File: src/rtl/prom_rd_pkg.sv
package prom_rd_pkg;

  typedef enum logic [1:0] {
    PH_IDLE   = 2'd0,
    PH_ACCESS = 2'd1,
    PH_FLOAT  = 2'd2
  } phase_e;

  function automatic int unsigned ceil_div(input int unsigned num, input int unsigned den);
    return (num + den - 1) / den;
  endfunction

  function automatic int unsigned at_least_one(input int unsigned v);
    return (v == 0) ? 1 : v;
  endfunction

  function automatic int unsigned max_u(input int unsigned a, input int unsigned b);
    return (a > b) ? a : b;
  endfunction

endpackage

File: src/rtl/prom_phase_cnt.sv
module prom_phase_cnt #(
  parameter int unsigned CNT_W = 3
) (
  input  logic             clk_i,
  input  logic             rst_ni,
  input  logic             restart_i,
  input  logic             advance_i,
  output logic [CNT_W-1:0] count_o
);

  logic [CNT_W-1:0] cnt_q;

  // restart loads 1: the value then equals edges elapsed in the phase
  always_ff @(posedge clk_i or negedge rst_ni) begin
    if (!rst_ni) begin
      cnt_q <= '0;
    end else if (restart_i) begin
      cnt_q <= CNT_W'(1);
    end else if (advance_i) begin
      cnt_q <= cnt_q + CNT_W'(1);
    end
  end

  assign count_o = cnt_q;

endmodule

File: src/rtl/prom_strobe_seq.sv
module prom_strobe_seq
  import prom_rd_pkg::*;
#(
  parameter int unsigned CNT_W     = 3,
  parameter int unsigned OE_LEAD   = 1,
  parameter int unsigned ACC_TOT   = 3,
  parameter int unsigned FLOAT_CYC = 1
) (
  input  logic             clk_i,
  input  logic             rst_ni,
  input  logic             req_i,
  input  logic [CNT_W-1:0] count_i,
  output logic             restart_o,
  output logic             advance_o,
  output logic             launch_o,
  output logic             capture_o,
  output logic             ce_n_o,
  output logic             oe_n_o,
  output logic             ready_o,
  output logic             idle_o
);

  localparam logic [CNT_W-1:0] LeadCnt  = CNT_W'(OE_LEAD);
  localparam logic [CNT_W-1:0] AccCnt   = CNT_W'(ACC_TOT);
  localparam logic [CNT_W-1:0] FloatCnt = CNT_W'(FLOAT_CYC);
  localparam logic             OeAtLaunch = (OE_LEAD == 0) ? 1'b0 : 1'b1;

  phase_e phase_q, phase_d;
  logic   ce_n_q, ce_n_d;
  logic   oe_n_q, oe_n_d;
  logic   float_done;

  assign float_done = (phase_q == PH_FLOAT) && (count_i == FloatCnt);
  assign ready_o    = (phase_q == PH_IDLE) || float_done;
  assign launch_o   = ready_o && req_i;
  assign idle_o     = (phase_q == PH_IDLE);

  always_comb begin
    phase_d   = phase_q;
    ce_n_d    = ce_n_q;
    oe_n_d    = oe_n_q;
    restart_o = 1'b0;
    advance_o = 1'b0;
    capture_o = 1'b0;
    unique case (phase_q)
      PH_IDLE: begin
        if (req_i) begin
          phase_d   = PH_ACCESS;
          ce_n_d    = 1'b0;
          oe_n_d    = OeAtLaunch;
          restart_o = 1'b1;
        end
      end
      PH_ACCESS: begin
        advance_o = 1'b1;
        if (count_i == LeadCnt) oe_n_d = 1'b0;
        if (count_i == AccCnt) begin
          capture_o = 1'b1;
          ce_n_d    = 1'b1;
          oe_n_d    = 1'b1;
          phase_d   = PH_FLOAT;
          restart_o = 1'b1;
        end
      end
      PH_FLOAT: begin
        advance_o = 1'b1;
        if (float_done) begin
          if (req_i) begin
            // float expiry and next launch share this edge
            phase_d   = PH_ACCESS;
            ce_n_d    = 1'b0;
            oe_n_d    = OeAtLaunch;
            restart_o = 1'b1;
          end else begin
            phase_d = PH_IDLE;
          end
        end
      end
      default: begin
        phase_d = PH_IDLE;
        ce_n_d  = 1'b1;
        oe_n_d  = 1'b1;
      end
    endcase
  end

  always_ff @(posedge clk_i or negedge rst_ni) begin
    if (!rst_ni) begin
      phase_q <= PH_IDLE;
      ce_n_q  <= 1'b1;
      oe_n_q  <= 1'b1;
    end else begin
      phase_q <= phase_d;
      ce_n_q  <= ce_n_d;
      oe_n_q  <= oe_n_d;
    end
  end

  assign ce_n_o = ce_n_q;
  assign oe_n_o = oe_n_q;

endmodule

File: src/rtl/prom_rd_datapath.sv
module prom_rd_datapath #(
  parameter int unsigned ADDR_W = 15,
  parameter int unsigned DATA_W = 8
) (
  input  logic              clk_i,
  input  logic              rst_ni,
  input  logic              launch_i,
  input  logic [ADDR_W-1:0] addr_i,
  input  logic              capture_i,
  input  logic [DATA_W-1:0] mem_data_i,
  output logic [ADDR_W-1:0] mem_addr_o,
  output logic [DATA_W-1:0] rdata_o,
  output logic              rvalid_o
);

  logic [ADDR_W-1:0] addr_q;
  logic [DATA_W-1:0] data_q;
  logic              valid_q;

  always_ff @(posedge clk_i or negedge rst_ni) begin
    if (!rst_ni) begin
      addr_q <= '0;
    end else if (launch_i) begin
      addr_q <= addr_i;
    end
  end

  always_ff @(posedge clk_i or negedge rst_ni) begin
    if (!rst_ni) begin
      data_q  <= '0;
      valid_q <= 1'b0;
    end else begin
      valid_q <= capture_i;
      if (capture_i) data_q <= mem_data_i;
    end
  end

  assign mem_addr_o = addr_q;
  assign rdata_o    = data_q;
  assign rvalid_o   = valid_q;

endmodule

File: src/rtl/prom_rd_ctrl.sv
module prom_rd_ctrl
  import prom_rd_pkg::*;
#(
  parameter int unsigned CLK_PERIOD_NS = 20,
  parameter bit          FAST_GRADE    = 1'b1,
  parameter int unsigned ADDR_W        = 15,
  parameter int unsigned DATA_W        = 8
) (
  input  logic              clk_i,
  input  logic              rst_ni,
  input  logic              req_i,
  input  logic [ADDR_W-1:0] addr_i,
  output logic              ready_o,
  output logic [DATA_W-1:0] rdata_o,
  output logic              rvalid_o,
  output logic [ADDR_W-1:0] mem_addr_o,
  output logic              mem_ce_no,
  output logic              mem_oe_no,
  input  logic [DATA_W-1:0] mem_data_i,
  output logic              bus_free_o
);

  localparam int unsigned T_ACC_NS  = FAST_GRADE ? 45 : 70;
  localparam int unsigned T_OE_NS   = FAST_GRADE ? 20 : 30;
  localparam int unsigned T_DF_NS   = FAST_GRADE ? 20 : 25;

  localparam int unsigned ACC_CYC   = at_least_one(ceil_div(T_ACC_NS, CLK_PERIOD_NS));
  localparam int unsigned OE_CYC    = at_least_one(ceil_div(T_OE_NS, CLK_PERIOD_NS));
  localparam int unsigned OE_LEAD   = (T_ACC_NS - T_OE_NS) / CLK_PERIOD_NS;
  localparam int unsigned ACC_TOT   = max_u(ACC_CYC, OE_LEAD + OE_CYC);
  localparam int unsigned FLOAT_CYC = at_least_one(ceil_div(T_DF_NS, CLK_PERIOD_NS));
  localparam int unsigned CNT_MAX   = max_u(ACC_TOT, FLOAT_CYC);
  localparam int unsigned CNT_W     = $clog2(CNT_MAX + 1);

  logic [CNT_W-1:0] count;
  logic             restart, advance, launch, capture, idle;

  prom_phase_cnt #(
    .CNT_W(CNT_W)
  ) u_cnt (
    .clk_i    (clk_i),
    .rst_ni   (rst_ni),
    .restart_i(restart),
    .advance_i(advance),
    .count_o  (count)
  );

  prom_strobe_seq #(
    .CNT_W    (CNT_W),
    .OE_LEAD  (OE_LEAD),
    .ACC_TOT  (ACC_TOT),
    .FLOAT_CYC(FLOAT_CYC)
  ) u_seq (
    .clk_i    (clk_i),
    .rst_ni   (rst_ni),
    .req_i    (req_i),
    .count_i  (count),
    .restart_o(restart),
    .advance_o(advance),
    .launch_o (launch),
    .capture_o(capture),
    .ce_n_o   (mem_ce_no),
    .oe_n_o   (mem_oe_no),
    .ready_o  (ready_o),
    .idle_o   (idle)
  );

  prom_rd_datapath #(
    .ADDR_W(ADDR_W),
    .DATA_W(DATA_W)
  ) u_dp (
    .clk_i     (clk_i),
    .rst_ni    (rst_ni),
    .launch_i  (launch),
    .addr_i    (addr_i),
    .capture_i (capture),
    .mem_data_i(mem_data_i),
    .mem_addr_o(mem_addr_o),
    .rdata_o   (rdata_o),
    .rvalid_o  (rvalid_o)
  );

  assign bus_free_o = idle;

endmodule

File: config.mk
export PLATFORM = sky130hd
export DESIGN_NAME = prom_rd_ctrl
export DESIGN_NICKNAME = d
export VERILOG_FILES = /design/src/rtl/prom_rd_pkg.sv /design/src/rtl/prom_phase_cnt.sv /design/src/rtl/prom_strobe_seq.sv /design/src/rtl/prom_rd_datapath.sv /design/src/rtl/prom_rd_ctrl.sv
export SDC_FILE = /design/constraint.sdc
export NUM_CORES = 1
export LEC_CHECK = 0
export ABC_AREA = 1
export BUFFER_PORTS_ARGS = -buffer_cell sky130_fd_sc_hd__buf_2
export CORE_ASPECT_RATIO = 1.2
export CORE_MARGIN = 8
export CORE_UTILIZATION = 54
export CTS_BUF_LIST = sky130_fd_sc_hd__clkbuf_8
export DETAILED_ROUTE_END_ITERATION = 8
export PLACE_DENSITY = 0.85
export SLEW_MARGIN = 20
export SYNTH_ARGS = -nofsm -noshare
export SYNTH_HDL_FRONTEND = slang
export SYNTH_SLANG_ARGS = --single-unit
File: constraint.sdc
create_clock -name clk_i -period 2.2 [get_ports clk_i]
set_input_delay 0.44 -clock clk_i [delete_from_list [all_inputs] [get_ports clk_i]]
set_output_delay 0.44 -clock clk_i [all_outputs]
set_load 0.02 [all_outputs]
==> results of run 1 <==
state kept, by name (all words and copies together) (netlist names):
| signal | cells |
|---|---|
| u_seq.phase_q | 2 |
| u_seq.oe_n_o | 1 |
| u_cnt.count_o | 2 |
| u_dp.mem_addr_o | 15 |
| u_seq.ce_n_o | 1 |
| u_dp.rvalid_o | 1 |
| u_dp.rdata_o | 8 |
logic make-up after synthesis:
kind of cell               synth area share
and+or+nand+nor                       0.314
xor gates and xnor gates            0.00629
DFF                                   0.541
AOI/OAI and AO/OA                    0.0144
adders and majority gates            0.0629
buffers and inverters                0.0620
path summary, 6_finish.rpt:
kind / start / endpoint / slack [ns] / depth (start not counted)
min in group clk_i: mem_data_i[0] / u_dp.rdata_o[0] / 0.35 / 3
max: u_seq.phase_q[0] / ready_o / 0.19 / 5
max reg2reg: u_seq.phase_q[0] / u_dp.mem_addr_o[2] / 0.69 / 7
max in group asynchronous: rst_ni / u_seq.phase_q[1] / 1.61 / 1
min reg2reg: u_dp.mem_addr_o[4] / u_dp.mem_addr_o[4] / 0.47 / 2
min: rst_ni / u_dp.mem_addr_o[14] / 0.17 / 1
cells in the mapped netlist:
cell type                  instances  area [sq um]
sky130_fd_sc_hd__a21oi_1           3          15.0
sky130_fd_sc_hd__buf_4             3          22.5
sky130_fd_sc_hd__buf_6             1          11.3
sky130_fd_sc_hd__clkinv_1          1          3.75
sky130_fd_sc_hd__dfrtp_1          28           701
sky130_fd_sc_hd__dfstp_2           2          52.6
sky130_fd_sc_hd__ha_1              7          87.6
sky130_fd_sc_hd__inv_1            13          48.8
sky130_fd_sc_hd__nand2_1          78           293
sky130_fd_sc_hd__nand2_2           2          12.5
sky130_fd_sc_hd__nand2_4           2          22.5
sky130_fd_sc_hd__nand3_1          21           105
sky130_fd_sc_hd__nor2_1            1          3.75
sky130_fd_sc_hd__o21ai_0           1          5.00
sky130_fd_sc_hd__xnor2_1           1          8.76
power breakdown:
| part | internal [mW] | switching, mW | leakage (nW) | total [mW] |
|---|---|---|---|---|
| combinational | 0.474 | 0.974 | 0.627 | 1.45 |
| clock | 0.247 | 0.198 | 0.0524 | 0.444 |
| sequential | 0.835 | 0.150 | 0.366 | 0.984 |
layout make-up:
| class | instances | area, sq um |
|---|---|---|
| Sequential cell | 30 | 753 |
| Fill cell | 219 | 746 |
| Multi-Input combinational cell | 116 | 553 |
| Timing Repair Buffer | 53 | 265 |
| Clock buffer | 6 | 82.6 |
| Inverter | 14 | 52.6 |
| Tap cell | 33 | 41.3 |
| Clock inverter | 2 | 8.76 |
worst max-delay path: stages, from the launching register on:
cell	delay, ns
sky130_fd_sc_hd__dfrtp_1	0.43
sky130_fd_sc_hd__inv_1	0.09
sky130_fd_sc_hd__ha_1	0.24
sky130_fd_sc_hd__inv_1	0.15
sky130_fd_sc_hd__nand2_4	0.16
sky130_fd_sc_hd__buf_2	0.20
per-layer routing:
metal	part of all wire	vias to the layer above	GRT usage
met5	0	-	0
met4	0.018	0	0.0660
met3	0.086	7	0.0780
met2	0.50	41	0.266
met1	0.39	573	0.156
li1	-	613	-
==> impl_metrics.csv, run 1 <==
group,metric,value,unit
worst_setup_path,maximum_net_fanout_on_the_critical_path,17,
place,gp_routability_congestion,0.830,
clock_tree,clock_tree.buffer_depth,2,
route,dr.pass1.iters,4,
floorplanning,io_pins,54,
place,preCtsSetupSlack,0.505,ns
clock_tree,cts-buffers-inserted,5,
timing,tightestPinTransition,0.637,ns
floorplanning,start_util,0.557,
floorplanning,floorplan.rows,20,
grt,grt_pass1_wl,5560,um
power_and_ir_drop,design_power_total,2.88,mW
place,place.detailed.hpwl,2570,um
route,dr_total_vias,1234,
synth,yosys_warnings,0,
worst_setup_path,critPathCaptureType,"output pin",
cells_and_area,design.final.nets,253,
clock_tree,tritoncts_num_sinks,30,
place,dp.cells,246,
clock_tree,clk_root_buffer_cell,"sky130_fd_sc_hd__clkbuf_8",
floorplanning,die_h,71.6,um
outcome,status,"finished clean",
synth,synthDistinctLibCells,15,
power_and_ir_drop,vdd_ir_drop_max,919,uV
flow_run,maxCapViolations,0,
synth,synthesis.instances,164,
timing,finalCriticalPeriod,2.01,ns
floorplanning,fp.dieW,62.4,um
timing,setup_tns,0,ns
clock_tree,clk_transition_reported_paths,0.06,ns
timing,rsz_0062_raised_after_global_routing,"no",
floorplanning,fp.coreArea,2500,sq um
synth,syn_area_per_cell,8.49,sq um
clock_tree,tritoncts,"built",
cells_and_area,share_of_cells_above_drive_strength_1,0.299,
timing,slew_viol_final,0,
route,wire_per_inst,13.5,um
cells_and_area,layout-area-overhead-vs-synth,26.1,%
grt,track_usage,0.155,
worst_setup_path,worstPathRequired,1.76,ns
place,buffer_ports.inserted,53,
synth,ys_ff_latch,30,
timing,timing.final.crit_share,0.912,
cells_and_area,fin_cells,254,
route,detail_route.iter0.violations,61,
route,route.antenna.remaining_nets,0,
route,drc_errors,0,
floorplanning,die-area,4470,sq um
timing,highest_attainable_clock_frequency,498,MHz
clock_tree,ctsHoldBuffers,0,
place,dpl_cell_area,1670,sq um
clock_tree,h-tree-depth,2,
timing,timing.clock.skew,0.00185,ns
worst_setup_path,start_kind,"register",
power_and_ir_drop,power_leakage,1.05,nW
cells_and_area,layout.core_utilization,0.702,
synth,synth.cell_area,1390,sq um
worst_setup_path,timing_worst_setup_path_type,"reg -> out",
min_path,hold_class,"in -> async",
synth,synth_seq_area_share,0.541,
worst_setup_path,worstPathArrival,1.57,ns
grt,grt_start_max_net_pins,31,
route,drt-vias-per-instance,4.86,
timing,final-hold-violation-count,0,
cells_and_area,mostFrequentLayoutCells,"sky130_fd_sc_hd__nand2_1 (78), sky130_fd_sc_hd__buf_2 (53), sky130_fd_sc_hd__dfrtp_1 (28)",
route,drt-total-wl,3430,um
clock_tree,post-cts-setup-buffers,0,
clock_tree,worstSkewPairLatency,0.28,ns
cells_and_area,number_of_antenna_repair_diodes,0,
timing,slew_headroom,0.575,
synth,synth.net_count,197,
cells_and_area,layout.cells.most_common,"sky130_fd_sc_hd__nand2_1",
timing,layout_setup_ws,0.193,ns
grt,antenna_violations_before_repair,0,
timing,setup-violations-final,0,
grt,gr-total-overflow,0,
clock_tree,cts.repair.resized,0,
timing,hold_slack,0.175,ns
grt,grt_pass1_vias,1227,
cells_and_area,layout.cell_area.non_filler,1760,sq um
power_and_ir_drop,power-per-cell-area,1640,nW/um^2
Note: power is estimated with default switching activity, not from simulation.
==> run 2, diff against run 1 <==
--- a/config.mk
+++ b/config.mk
@@ -8,7 +8,7 @@
 export ABC_AREA = 1
 export BUFFER_PORTS_ARGS = -buffer_cell sky130_fd_sc_hd__buf_2
 export CORE_ASPECT_RATIO = 1.2
-export CORE_MARGIN = 8
+export CORE_MARGIN = 3
 export CORE_UTILIZATION = 54
 export CTS_BUF_LIST = sky130_fd_sc_hd__clkbuf_8
 export DETAILED_ROUTE_END_ITERATION = 8
==> run 2 against run 1 <==
- non-clock buffer count is the same
- routed wire length is 10% lower
- core utilization up 3.7 points
- cell count shrank 0.79%
- clock skew rose by 0.0032 ns
- global-route usage rose by 5.8 points
- design area about the same
- setup slack gained 0.025 ns
- critical path type unchanged
- highest routed layer unchanged
==> impl_metrics.csv, run 2 (synthesized netlist as in run 1, its figures left out) <==
group,metric,value,unit
worst_setup_path,maximum_net_fanout_on_the_critical_path,17,
route,dr.pass1.iters,4,
place,place.detailed.hpwl,2290,um
timing,setup_tns,0,ns
place,buffer_ports.inserted,53,
power_and_ir_drop,power-per-cell-area,1630,nW/um^2
clock_tree,clk_root_buffer_cell,"sky130_fd_sc_hd__clkbuf_8",
timing,highest_attainable_clock_frequency,504,MHz
floorplanning,die_h,61.6,um
min_path,hold_class,"in -> async",
route,wire_per_inst,12.2,um
clock_tree,ctsHoldBuffers,0,
outcome,status,"finished clean",
clock_tree,h-tree-depth,2,
route,drc_errors,0,
power_and_ir_drop,design_power_total,2.86,mW
clock_tree,clk_transition_reported_paths,0.07,ns
timing,slew_viol_final,0,
grt,antenna_violations_before_repair,0,
route,detail_route.iter0.violations,23,
power_and_ir_drop,power_leakage,1.04,nW
cells_and_area,largest_register_ff_count,15,
cells_and_area,design.final.nets,253,
floorplanning,io_pins,54,
route,route.antenna.remaining_nets,0,
timing,tightestPinTransition,0.645,ns
timing,finalCriticalPeriod,1.98,ns
cells_and_area,layout-area-overhead-vs-synth,26.2,%
grt,track_usage,0.213,
cells_and_area,num-fill-cells,181,
floorplanning,floorplan.rows,19,
cells_and_area,number_of_antenna_repair_diodes,0,
worst_setup_path,critPathCaptureType,"output pin",
route,drt-total-wl,3090,um
grt,grt_start_max_net_pins,31,
cells_and_area,layout.cells.most_common,"sky130_fd_sc_hd__nand2_1",
floorplanning,fp.coreArea,2380,sq um
grt,grt_pass1_wl,4920,um
floorplanning,fp.dieW,52.4,um
clock_tree,tritoncts_num_sinks,30,
route,drt-vias-per-instance,5.06,
route,highest_layer,"met4",
timing,timing.final.crit_share,0.901,
route,met2_length,1630,um
power_and_ir_drop,vdd_ir_drop_max,989,uV
flow_run,maxCapViolations,0,
clock_tree,tritoncts,"built",
grt,grt_pass1_vias,1178,
route,dr_total_vias,1275,
grt,gr-total-overflow,0,
clock_tree,cts-buffers-inserted,5,
timing,final-hold-violation-count,0,
timing,hold_slack,0.180,ns
timing,timing.clock.skew,0.00507,ns
worst_setup_path,worstRegToRegCells,6,
timing,rsz_0062_raised_after_global_routing,"no",
floorplanning,die-area,3230,sq um
clock_tree,clock_tree.buffer_depth,2,
timing,setup-violations-final,0,
worst_setup_path,worstPathArrival,1.54,ns
worst_setup_path,worstPathRequired,1.76,ns
worst_setup_path,regToRegStartpoint,"u_seq.phase_q[1]",
cells_and_area,mostFrequentLayoutCells,"sky130_fd_sc_hd__nand2_1 (78), sky130_fd_sc_hd__buf_2 (53), sky130_fd_sc_hd__dfrtp_1 (28)",
worst_setup_path,start_kind,"register",
clock_tree,post-cts-setup-buffers,0,
place,gp_routability_congestion,0.895,
timing,slew_headroom,0.570,
worst_setup_path,r2r_setup_slack,0.71,ns
route,met3WireLength,212,um
worst_setup_path,timing_worst_setup_path_type,"reg -> out",
cells_and_area,share_of_cells_above_drive_strength_1,0.303,
floorplanning,start_util,0.586,
clock_tree,cts.repair.resized,0,
route,routedLengthMet1,1180,um
worst_setup_path,regToRegEndpoint,"u_dp.rdata_o[3]",
clock_tree,worstSkewPairLatency,0.28,ns
==> run 2: metal layers <==
metal,GRT usage,vias to the layer above
met5,0,-
met4,0.102,0
met3,0.0872,8
met2,0.374,39
met1,0.220,609
li1,-,619
==> run 2: critical path: stages, from the launching register on <==
cell and delay [ns]:
sky130_fd_sc_hd__dfrtp_1 0.41, sky130_fd_sc_hd__inv_1 0.12, sky130_fd_sc_hd__ha_1 0.22, sky130_fd_sc_hd__inv_1 0.12, sky130_fd_sc_hd__nand2_4 0.19, sky130_fd_sc_hd__buf_2 0.20
==> run 2: final cells by class <==
type                            count  area [sq um]  share of cell area
Clock buffer                        6          82.6              0.0470
Clock inverter                      2          12.5             0.00712
Inverter                           14          52.6              0.0299
Multi-Input combinational cell    116           553               0.315
Sequential cell                    30           753               0.428
Tap cell                           31          38.8              0.0221
Timing Repair Buffer               53           265               0.151
==> run 2: through the flow <==
stage,instances,util,instance area (sq um),setup slack (ns)
after floorplan,164,-,1390,0.508
after global placement,244,0.699,1660,0.590
after detailed placement,244,0.699,1660,0.531
after CTS,252,0.739,1760,0.210
after global routing,252,0.739,1760,0.0884
final,252,0.739,1760,0.218
==> run 2: where the power goes <==
group / switching (mW) / leakage, nW / internal, mW
sequential: 0.142 / 0.366 / 0.834
clock: 0.203 / 0.0472 / 0.251
combinational: 0.958 / 0.627 / 0.472
total: 1.30 / 1.04 / 1.56
==> run 2: worst max-delay path by stage <==
| stage | startpoint | end | slack [ns] | cells past startpoint |
|---|---|---|---|---|
| global placement | u_seq.phase_q[0] | ready_o | 0.59 | 5 |
| global route | u_seq.phase_q[0] | ready_o | 0.09 | 5 |
| floorplan | u_seq.phase_q[0] | ready_o | 0.51 | 5 |
| CTS | u_seq.phase_q[0] | ready_o | 0.21 | 5 |
| finish | u_seq.phase_q[1] | ready_o | 0.22 | 5 |
| detailed placement | u_seq.phase_q[0] | ready_o | 0.53 | 5 |
